===== config.mk =====
export PLATFORM = sky130hd
export DESIGN_NAME = lockable_tlb
export DESIGN_NICKNAME = d
export VERILOG_FILES = /design/src/rtl/ltlb_pkg.sv /design/src/rtl/ltlb_ctrl.sv /design/src/rtl/ltlb_store.sv /design/src/rtl/lockable_tlb.sv
export SDC_FILE = /design/constraint.sdc
export NUM_CORES = 2
export LEC_CHECK = 0
export ABC_AREA = 0
export BUFFER_PORTS_ARGS = -buffer_cell sky130_fd_sc_hd__buf_2
export CORE_ASPECT_RATIO = 0.6
export CORE_MARGIN = 2
export CORE_UTILIZATION = 45
export DETAILED_ROUTE_END_ITERATION = 6
export PLACE_DENSITY_LB_ADDON = 0.1
export SYNTH_ARGS = -nofsm -noshare
export SYNTH_HDL_FRONTEND = slang
export SYNTH_HIERARCHICAL = 1
export SYNTH_SLANG_ARGS = --single-unit

===== constraint.sdc =====
create_clock -name clk -period 15.5 [get_ports clk]
set_clock_uncertainty 0.2 [all_clocks]
set_input_delay 1.55 -clock clk [delete_from_list [all_inputs] [get_ports clk]]
set_output_delay 1.55 -clock clk [all_outputs]
set_load 0.01 [all_outputs]

===== src/rtl/ltlb_pkg.sv =====
`timescale 1ns/1ps
package ltlb_pkg;

  // Bit positions in the virtual-side word that the control decodes.
  localparam int CamValidBit    = 3;
  localparam int CamPreserveBit = 2;

  // Page size code 0..3 selects 4 KB, 64 KB, 1 MB, 16 MB.
  function automatic int unsigned pageShift(input logic [1:0] sizeCode);
    return 32'd12 + 32'd4 * {30'd0, sizeCode};
  endfunction

  // Strobes from control to datapath.
  typedef struct packed {
    logic wrEn;
    logic rdEn;
    logic clrMatch;
    logic clrAll;
  } tlbStrobe_t;

endpackage


===== src/rtl/ltlb_ctrl.sv =====
`timescale 1ns/1ps
module ltlb_ctrl
  import ltlb_pkg::*;
#(
  parameter int ENTRIES = 32,
  parameter int IDX_W   = $clog2(ENTRIES + 1)
) (
  input  logic             clk,
  input  logic             rstN,
  input  logic             lockWr,
  input  logic [IDX_W-1:0] lockBaseIn,
  input  logic [IDX_W-1:0] lockVictIn,
  input  logic             cmdLoad,
  input  logic             loadPreserve,
  input  logic             cmdRead,
  input  logic             cmdFlushOne,
  input  logic             cmdFlushAll,
  output tlbStrobe_t       strb,
  output logic [IDX_W-1:0] slotIdx,
  output logic [IDX_W-1:0] lockBase,
  output logic [IDX_W-1:0] lockVict,
  output logic             loadBusy
);

  logic [IDX_W-1:0] loadSlot;
  logic             slotOut;
  logic             loadTaken;
  logic             loadAccept;
  logic             loadReject;
  logic [IDX_W-1:0] victNext;

  assign loadSlot   = loadPreserve ? lockBase : lockVict;
  assign slotOut    = int'(loadSlot) >= ENTRIES;
  assign loadTaken  = cmdLoad && !cmdFlushAll && !lockWr;
  assign loadAccept = loadTaken && !slotOut;
  assign loadReject = loadTaken && slotOut;
  assign victNext   = (int'(lockVict) + 1 == ENTRIES) ? lockBase : lockVict + 1'b1;

  always_comb begin
    strb    = '0;
    slotIdx = lockVict;
    if (cmdFlushAll) begin
      strb.clrAll = 1'b1;
    end else if (lockWr) begin
      strb = '0;
    end else if (cmdLoad) begin
      if (!slotOut) begin
        strb.wrEn = 1'b1;
        slotIdx   = loadSlot;
      end
    end else if (cmdFlushOne) begin
      strb.clrMatch = 1'b1;
    end else if (cmdRead) begin
      strb.rdEn = 1'b1;
    end
  end

  always_ff @(posedge clk) begin
    if (!rstN) begin
      lockBase <= '0;
      lockVict <= '0;
      loadBusy <= 1'b0;
    end else begin
      loadBusy <= loadReject;
      if (cmdFlushAll) begin
        lockBase <= '0;
        lockVict <= '0;
      end else if (lockWr) begin
        lockBase <= lockBaseIn;
        lockVict <= lockVictIn;
      end else if (loadAccept) begin
        if (loadPreserve) begin
          lockBase <= lockBase + 1'b1;
          lockVict <= lockBase + 1'b1;
        end else begin
          lockVict <= victNext;
        end
      end
    end
  end

  assert_flushall_zeroes_lock_R9: assert property (@(posedge clk) disable iff (!rstN)
    cmdFlushAll |=> (lockBase == '0 && lockVict == '0));

  assert_preserve_raises_floor_R5: assert property (@(posedge clk) disable iff (!rstN)
    (loadAccept && loadPreserve) |=> (lockBase == $past(lockBase) + 1'b1 && lockVict == lockBase));

  assert_reject_flags_busy_R6: assert property (@(posedge clk) disable iff (!rstN)
    loadReject |=> (loadBusy && $stable(lockBase) && $stable(lockVict)));

endmodule


===== src/rtl/ltlb_store.sv =====
`timescale 1ns/1ps
module ltlb_store
  import ltlb_pkg::*;
#(
  parameter int ENTRIES = 32,
  parameter int ADDR_W  = 32,
  parameter int IDX_W   = $clog2(ENTRIES + 1)
) (
  input  logic              clk,
  input  logic              rstN,
  input  tlbStrobe_t        strb,
  input  logic [IDX_W-1:0]  slotIdx,
  input  logic [ADDR_W-1:0] wrCam,
  input  logic [ADDR_W-1:0] wrRam,
  input  logic [ADDR_W-1:0] flushAddr,
  input  logic [ADDR_W-1:0] lkAddr,
  output logic [ADDR_W-1:0] rdCam,
  output logic [ADDR_W-1:0] rdRam,
  output logic              lkHit,
  output logic [ADDR_W-1:0] lkPa
);

  localparam int SLOT_W = (ENTRIES > 1) ? $clog2(ENTRIES) : 1;

  logic [ADDR_W-1:0] camQ  [ENTRIES];
  logic [ADDR_W-1:0] ramQ  [ENTRIES];
  logic [ADDR_W-1:0] maskE [ENTRIES];
  logic [ENTRIES-1:0] validQ;
  logic [ENTRIES-1:0] lkMatch;
  logic [ENTRIES-1:0] flMatch;
  logic [SLOT_W-1:0]  slot;
  logic               slotOk;

  assign slot   = slotIdx[SLOT_W-1:0];
  assign slotOk = int'(slotIdx) < ENTRIES;

  for (genvar g = 0; g < ENTRIES; g++) begin : gEntry
    assign maskE[g]   = {ADDR_W{1'b1}} << pageShift(camQ[g][1:0]);
    assign lkMatch[g] = validQ[g] && (((lkAddr ^ camQ[g]) & maskE[g]) == '0);
    assign flMatch[g] = validQ[g] && (((flushAddr ^ camQ[g]) & maskE[g]) == '0);
  end

  always_comb begin
    lkHit = 1'b0;
    lkPa  = '0;
    for (int i = ENTRIES - 1; i >= 0; i--) begin
      if (lkMatch[i]) begin
        lkHit = 1'b1;
        lkPa  = (ramQ[i] & maskE[i]) | (lkAddr & ~maskE[i]);
      end
    end
  end

  always_ff @(posedge clk) begin
    if (strb.wrEn && slotOk) begin
      camQ[slot] <= wrCam;
      ramQ[slot] <= wrRam;
    end
  end

  always_ff @(posedge clk) begin
    if (!rstN) begin
      validQ <= '0;
    end else if (strb.clrAll) begin
      validQ <= '0;
    end else begin
      if (strb.clrMatch) validQ <= validQ & ~flMatch;
      if (strb.wrEn && slotOk) validQ[slot] <= wrCam[CamValidBit];
    end
  end

  always_ff @(posedge clk) begin
    if (!rstN) begin
      rdCam <= '0;
      rdRam <= '0;
    end else if (strb.rdEn) begin
      if (slotOk) begin
        rdCam <= {camQ[slot][ADDR_W-1:CamValidBit+1], validQ[slot], camQ[slot][CamValidBit-1:0]};
        rdRam <= ramQ[slot];
      end else begin
        rdCam <= '0;
        rdRam <= '0;
      end
    end
  end

  always_comb begin
    if (rstN && strb.wrEn) assert_write_slot_in_range_R6: assert (slotOk);
  end

  assert_clear_all_misses_R9: assert property (@(posedge clk) disable iff (!rstN)
    strb.clrAll |=> !lkHit);

  assert_flushed_addr_misses_R8: assert property (@(posedge clk) disable iff (!rstN)
    (strb.clrMatch && !strb.wrEn) |=> (!($stable(lkAddr) && lkAddr == $past(flushAddr)) || !lkHit));

endmodule


===== src/rtl/lockable_tlb.sv =====
`timescale 1ns/1ps
module lockable_tlb
  import ltlb_pkg::*;
#(
  parameter int ENTRIES = 32,
  parameter int ADDR_W  = 32,
  parameter int IDX_W   = $clog2(ENTRIES + 1)
) (
  input  logic              clk,
  input  logic              rstN,
  input  logic              lockWr,
  input  logic [IDX_W-1:0]  lockBaseIn,
  input  logic [IDX_W-1:0]  lockVictIn,
  output logic [IDX_W-1:0]  lockBase,
  output logic [IDX_W-1:0]  lockVict,
  input  logic [ADDR_W-1:0] stageCam,
  input  logic [ADDR_W-1:0] stageRam,
  input  logic              cmdLoad,
  input  logic              cmdRead,
  input  logic              cmdFlushOne,
  input  logic              cmdFlushAll,
  input  logic [ADDR_W-1:0] flushAddr,
  output logic              loadBusy,
  output logic [ADDR_W-1:0] rdCam,
  output logic [ADDR_W-1:0] rdRam,
  input  logic [ADDR_W-1:0] lkAddr,
  output logic              lkHit,
  output logic [ADDR_W-1:0] lkPa
);

  tlbStrobe_t       strb;
  logic [IDX_W-1:0] slotIdx;

  ltlb_ctrl #(.ENTRIES(ENTRIES), .IDX_W(IDX_W)) uCtrl (
    .clk(clk), .rstN(rstN), .lockWr(lockWr), .lockBaseIn(lockBaseIn),
    .lockVictIn(lockVictIn), .cmdLoad(cmdLoad),
    .loadPreserve(stageCam[CamPreserveBit]), .cmdRead(cmdRead),
    .cmdFlushOne(cmdFlushOne), .cmdFlushAll(cmdFlushAll), .strb(strb),
    .slotIdx(slotIdx), .lockBase(lockBase), .lockVict(lockVict),
    .loadBusy(loadBusy)
  );

  ltlb_store #(.ENTRIES(ENTRIES), .ADDR_W(ADDR_W), .IDX_W(IDX_W)) uStore (
    .clk(clk), .rstN(rstN), .strb(strb), .slotIdx(slotIdx),
    .wrCam(stageCam), .wrRam(stageRam), .flushAddr(flushAddr),
    .lkAddr(lkAddr), .rdCam(rdCam), .rdRam(rdRam), .lkHit(lkHit), .lkPa(lkPa)
  );

endmodule


Yosys cells after proc, flatten, opt, wreduce, memory -nomap -nowiden
Memories as Yosys holds them, arrays and structs flattened.
Index checks and enable logic that the tools add are counted.
{"block": "word_totals", "register_bits": 109, "ram_bits": 2048, "inputBits": 147, "output_inout_bits": 110, "wordCells": 579, "mem_count": 2}
{"name": "uStore.camQ", "depth": 32, "word_bits": 32, "rd": 33, "rd_ports_with_merged_regs": 0, "wr": 1, "line_no": "ltlb_store.sv:25", "text": "logic [ADDR_W-1:0] camQ [ENTRIES];"}
{"name": "uStore.ramQ", "depth": 32, "word_bits": 32, "rd": 33, "rd_ports_with_merged_regs": 0, "wr": 1, "line_no": "ltlb_store.sv:26", "text": "logic [ADDR_W-1:0] ramQ [ENTRIES];"}
{"block": "classes", "addsub": 35, "n_lt_le_gt_ge": 4, "n_eq_ne": 1, "shifts": 32, "n_mux": 98, "bitwise": 259, "n_reduce_logical": 142}
{"cell": "$and A32 B32 Y32", "count": 129}
{"cell": "$logic_not A32 Y1", "count": 64}
{"cell": "$xor A32 B32 Y32", "count": 64}
{"cell": "$mux W32", "count": 38}
{"cell": "$not A32 Y32", "count": 33}
{"cell": "$or A32 B32 Y32", "count": 32}
{"cell": "$shl A32 B32 Y32 const A", "count": 32}
{"cell": "$add A4 B4 Y5 const A", "count": 32}
{"cell": "$mux W6", "count": 12}
{"cell": "$logic_and A1 B1 Y1", "count": 70}
{"cell": "$mux W1", "count": 42}
{"cell": "$bwmux W32", "count": 1}
{"cell": "$eq A32 B7 Y1 const B", "count": 1}
{"cell": "$add A6 B1 Y6 const B", "count": 2}
{"cell": "$add A6 B1 Y7 const B", "count": 1}
{"cell": "$ge A6 B6 Y1 const B", "count": 1}
{"cell": "$lt A5 B6 Y1 const B", "count": 1}
{"cell": "$lt A6 B6 Y1 const B", "count": 1}
{"cell": "$mux W3", "count": 2}
{"cell": "$bmux W1 S5", "count": 1}
{"cell": "$demux W1 S5", "count": 1}
{"cell": "$ge A5 B1 Y1 const B", "count": 1}
{"cell": "$reduce_bool A2 Y1", "count": 2}
{"cell": "$reduce_or A2 Y1", "count": 2}
{"cell": "other kinds (4)", "count": 6}

Longest topological paths before layout
An unclocked memory read counts as a cell.
{"block": "depth", "depth_word": 38, "depth_mapped": 18}

By module
Netlist, hierarchy kept.
{"mod": "ltlb_store", "instances": 1, "cells_per_inst": 9184, "area_per_inst_um2": 121083.6}
{"mod": "ltlb_ctrl", "instances": 1, "cells_per_inst": 144, "area_per_inst_um2": 1139.8}

Worst setup path before layout
No wires, ideal clock.
{"block": "synth_timing", "path_type": "input port to flip-flop", "start": "input port stageCam[2]", "end": "register uStore.validQ[9]", "setup_ns": 0.128, "arrival_ns": 6.881, "required_time_ns": 15.172, "path_slack_ns": 8.291, "stages": 13, "path_cell_list": "buf_6 -> nand3b_1 -> nor3_2 -> nand2_1 -> o21ai_0 -> clkbuf_1 -> clkbuf_1 -> clkbuf_1 -> buf_1 -> nand3b_1 -> nor2_1 -> mux2_2 -> nor2_1"}
{"block": "synth_via", "elab_chain_cells": 12, "elab_cells_between_ends": 19}
{"element": "start, declared", "line_no": "lockable_tlb.sv:16", "text": "input logic [ADDR_W-1:0] stageCam,"}
{"element": "$mux W6 (*)", "line_no": "ltlb_ctrl.sv:32", "text": "assign loadSlot = loadPreserve ? lockBase : lockVict;"}
{"element": "$ge A6 B6 Y1", "line_no": "ltlb_ctrl.sv:33", "text": "assign slotOut = int'(loadSlot) >= ENTRIES;"}
{"element": "$mux W6 (*)", "line_no": "ltlb_ctrl.sv:47", "text": "if (!slotOut) begin"}
{"element": "$mux W6 (*)", "line_no": "ltlb_ctrl.sv:46", "text": "end else if (cmdLoad) begin"}
{"element": "$mux W6 (*)", "line_no": "ltlb_ctrl.sv:44", "text": "end else if (lockWr) begin"}
{"element": "$mux W6 (*)", "line_no": "ltlb_ctrl.sv:42", "text": "if (cmdFlushAll) begin"}
{"element": "net slotIdx[0]", "line_no": "lockable_tlb.sv:32", "text": "logic [IDX_W-1:0] slotIdx;"}
{"element": "$lt A5 B6 Y1 (not written as such) / $ge A5 B1 Y1 (equally long branches)", "line_no": "ltlb_store.sv:68", "text": "if (strb.wrEn && slotOk) validQ[slot] <= wrCam[CamValidBit];"}
{"element": "$logic_and A1 B1 Y1 (not written as such)", "line_no": "ltlb_store.sv:68"}
{"element": "$mux W1 (not written as such)", "line_no": "ltlb_store.sv:68"}
{"element": "$demux W1 S5"}
{"element": "$bwmux W32", "line_no": "ltlb_store.sv:68"}
{"element": "$mux W32 (*)", "line_no": "ltlb_store.sv:68"}
{"element": "end signal, assigned", "line_no": "ltlb_store.sv:67", "text": "if (strb.clrMatch) validQ <= validQ & ~flMatch;"}
{"element": "end signal, assigned by index", "line_no": "ltlb_store.sv:68"}
{"element": "end, declared", "line_no": "ltlb_store.sv:28", "text": "logic [ENTRIES-1:0] validQ;"}
The timed path passes the listed nets; every way through them passes the cells marked *.
A chain may end at the register's enable or synchronous reset.

Worst setup path in the final report
{"block": "layout_timing", "start": "input port lkAddr[16]", "end": "output port lkPa[4]"}
{"block": "layout_via", "elab_chain_cells": 36, "elab_cells_between_ends": 160}
{"element": "start, declared", "line_no": "lockable_tlb.sv:26", "text": "input logic [ADDR_W-1:0] lkAddr,"}
{"element": "$xor A32 B32 Y32", "line_no": "ltlb_store.sv:39", "text": "assign lkMatch[g] = validQ[g] && (((lkAddr ^ camQ[g]) & maskE[g]) == '0);"}
{"element": "$and A32 B32 Y32", "line_no": "ltlb_store.sv:39"}
{"element": "$logic_not A32 Y1", "line_no": "ltlb_store.sv:39"}
{"element": "$logic_and A1 B1 Y1", "line_no": "ltlb_store.sv:39"}
{"element": "$mux W32 (31 in series)", "line_no": "ltlb_store.sv:47", "text": "if (lkMatch[i]) begin"}
{"element": "$mux W32 (*)", "line_no": "ltlb_store.sv:47"}
{"element": "end, declared", "line_no": "lockable_tlb.sv:28", "text": "output logic [ADDR_W-1:0] lkPa"}
Mark *: on every way between the ends. The rest lies on a longest branch, timed or not.

==> impl_metrics.yaml <==
setup_path:
  cp_cell_sequence: "buf_4, buf_4, xnor2_1, nand4_1, a2111oi_0, or2_2, nand4_1, buf_4, nand2b_1, o22ai_1, nand2_1, a31oi_1, a2111oi_0, nor2_1, buf_2"
  path_class: "in2out"
  crit_fanout: 40
  max_stage_delay_ns: 1.12
  cp-start-kind: "primary input"
  r2r-end: "uStore/rdRam[12]"
  cp_num_buf_inv: 4
  critPathArrivalTime_ns: 8.75
  path_delay_family: "simple AND/OR/NAND/NOR gates"
  r2r-start: "uCtrl/lockBase[5]"
  end_kind: "output port"
  worstPathRequired_ns: 13.75
  path_common_cell: "buf_4"
  cpMaxStageDelayCell: "a2111oi_0"
  r2r_slack_ns: 9.17
  r2r_cells: 12
yosys:
  synth-main-ff-cell: "edfxtp_1"
  synth_area_um2: 122000
  synth.area.top_cells: "edfxtp_1, mux4_2, xnor2_1"
  syn_nets: 9576
  yosysSeqAreaShare: 0.521
  synth_commonest_cells: "edfxtp_1, xnor2_1, xor2_1"
  synth_top_area_cell: "edfxtp_1"
  syn_inst: 9328
  synth.most_common_cell: "edfxtp_1"
  synth_seq_cells: 2157
  synth-edff-count: 2048
  synth_area_per_cell_um2: 13.1
  synth_top_area_share: 0.503
  synth_warnings: 6
  synthArstFlopShare: 0
  ys_types: 98
clock_network:
  clkTransAtPathRegs_ns: 0.07
  root_buffer: "clkbuf_16"
  clk_latency_ns: 0.95
  cts_inserted_buffers: 225
  clock_sinks: 2157
  cts_hold_buf: 0
  ctsResizeCount: 0
  cts_tree: "done"
  cts.path.max_buffers: 4
  h-tree-depth: 4
  cts_setup_buffers: 0
global_route:
  grt_max_degree: 136
  grt_pass1_vias: 88472
  grt_pass1_wl_um: 868000
  grt_util_all_layers: 0.474
  grt_overflow: 0
  antenna_found_initial: 93
power:
  power_frac_clock: 0.438
  power_frac_comb: 0.084
  p_switching_mw: 3.34
  leakage_nw: 44.5
  p_per_area_nw_per_um2: 98.0
  internal_power_mw: 10.0
  seq_power_share: 0.478
  vdd_drop_max_uv: 94.9
  p_sw_frac: 0.250
place:
  placement.io_buffers: 252
  dp_slack_ns: 5.78
  postPlaceCellArea_um2: 129000
  gp_congestion: 1.11
  dp_cells: 12854
  hpwlAfterDp_um: 477000
drt:
  routed_wl_um: 674000
  dr.pass1.iters: 7
  wl_per_cell_um: 50.6
  vias_per_cell: 7.46
  ant_nets: 0
  drcViolationCount: 0
  drt-initial-drc-count: 20215
  vias: 99521
timing:
  timing.fmax_ghz: 0.0953
  finalSetupViolations: 0
  report.final.slew_viol_count: 4
  period_minus_slack_ns: 10.50
  worstMarginPinSlew_ns: 1.52
  maxSlewHeadroom: -0.0274
  rsz0062_at_grt: "false"
  finalWorstSetupSlack_ns: 5.00
  fin_crit_sh: 0.677
  hold_violations: 0
  setup_tns_ns: 0
floorplan:
  die_w_um: 677
  die-area_um2: 276000
  initial_utilization: 0.452
  num_rows: 148
  top_level_ports: 257
  fp.dieH_um: 408
  core_area_um2: 271000
finish:
  final_cells: 13335
  final_area_um2: 137000
  drive_above_1_share: 0.193
  nets: 9730
  n_fill_cell: 23140
  area_growth_pct: 11.7
outcome:
  violations: "capacitance limit, slew limit"
  outcome: "finished with violations"
min_path:
  min_path_cells: 2
  min-delay-start: "uStore/validQ[18]"
  hold_path_class: "reg2reg"
  hold_end: "uStore/validQ[18]"
run:
  cap_violations: 5
[worst register-to-register path: stages, from the launching register on]
cell	delay [ns]
dfxtp_1	0.56
nand3b_1	0.22
nor3_2	0.05
buf_4	0.20
o21ai_4	0.67
buf_4	0.84
buf_4	0.66
buf_4	0.88
mux4_2	0.73
a22oi_1	0.20
nand4_1	0.57
a21oi_1	0.37
nor2b_1	0.07
[metrics by stage]
stage | util | hold slack, ns | power [mW]
6_report | 0.505 | 0.333 | 13.4
3_5_place_dp | 0.476 | 0.312 | 7.59
2_1_floorplan | - | 0.276 | 7.14
5_1_grt | 0.504 | 0.358 | 13.6
3_3_place_gp | 0.476 | 0.307 | 7.58
4_1_cts | 0.504 | 0.323 | 13.3
[cell type report]
cell class,count,area (µm²),area share
flip-flops and latches,2157,63700,0.467
multi-input cells,6330,55700,0.408
clock buffers,295,6090,0.0446
well taps,3600,4500,0.0330
repair buffers,660,4430,0.0325
clock inverters,117,1470,0.0108
inverters,108,405,0.00297
diodes,68,170,0.00125
[cells by family after synthesis]
kind of cell    Yosys count  share of synthesized area
compound gates         1607                     0.0920
xor+xnor               1803                      0.129
fa+ha+maj               101                     0.0103
buf+inv                 841                     0.0297
flops                  2157                      0.521
mux                    1094                      0.144
simple gates           1725                     0.0739
[power by group through the flow]
stage,clock (mW),combinational [mW],sequential (mW)
after floorplan,0,0.618,6.52
after global placement,0,1.06,6.52
after detailed placement,0,1.07,6.52
after CTS,5.85,1.07,6.40
after global routing,6.07,1.14,6.40
final,5.85,1.12,6.40
[per-layer routing]
| layer | global-route usage | vias to the layer above | routed length [µm] |
|---|---|---|---|
| li1 | - | 36501 | - |
| met1 | 0.655 | 51427 | 264000 |
| met2 | 0.561 | 9988 | 239000 |
| met3 | 0.315 | 1536 | 138000 |
| met4 | 0.194 | 69 | 33500 |
| met5 | 0.0158 | - | 932 |
[placed cells by master, fill, tap and decap left out, drive strengths merged, types with 86 or more instances in the layout]
cell	netlist	layout
edfxtp	2048	2048
xnor2	1099	1099
xor2	704	704
buf	317	660
mux4	512	512
mux2i	402	402
a21oi	350	350
nand2	326	326
nor2	313	313
clkbuf	416	295
a22oi	258	258
nand4	244	244
o21ai	232	232
nand3	192	192
mux2	180	180
nor2b	155	155
nor3	132	132
nor4	130	130
inv	108	114
dfxtp	109	109
a41oi	108	108
ha	101	101
a211oi	86	86
[how the worst max path moves through the flow]
stage / cells past startpoint / from / slack [ns] / end
floorplan: 13 / stageCam[2] / 8.29 / uStore/validQ[9]
CTS: 15 / lkAddr[16] / 5.77 / lkPa[4]
global route: 15 / lkAddr[16] / 5.42 / lkPa[4]
finish: 15 / lkAddr[16] / 5.00 / lkPa[4]
detailed placement: 15 / lkAddr[16] / 5.78 / lkPa[4]
global placement: 15 / lkAddr[16] / 5.94 / lkPa[4]
[registers in the layout, summed over array words and instances (netlist names)]
signal          flops
uCtrl/lockBase      6
uStore/rdRam       32
uStore/validQ      32
uCtrl/lockVict      6
uStore/camQ      1024
uCtrl/loadBusy      1
uStore/ramQ      1024
uStore/rdCam       32
No activity file was read; power rests on OpenSTA's default activity.
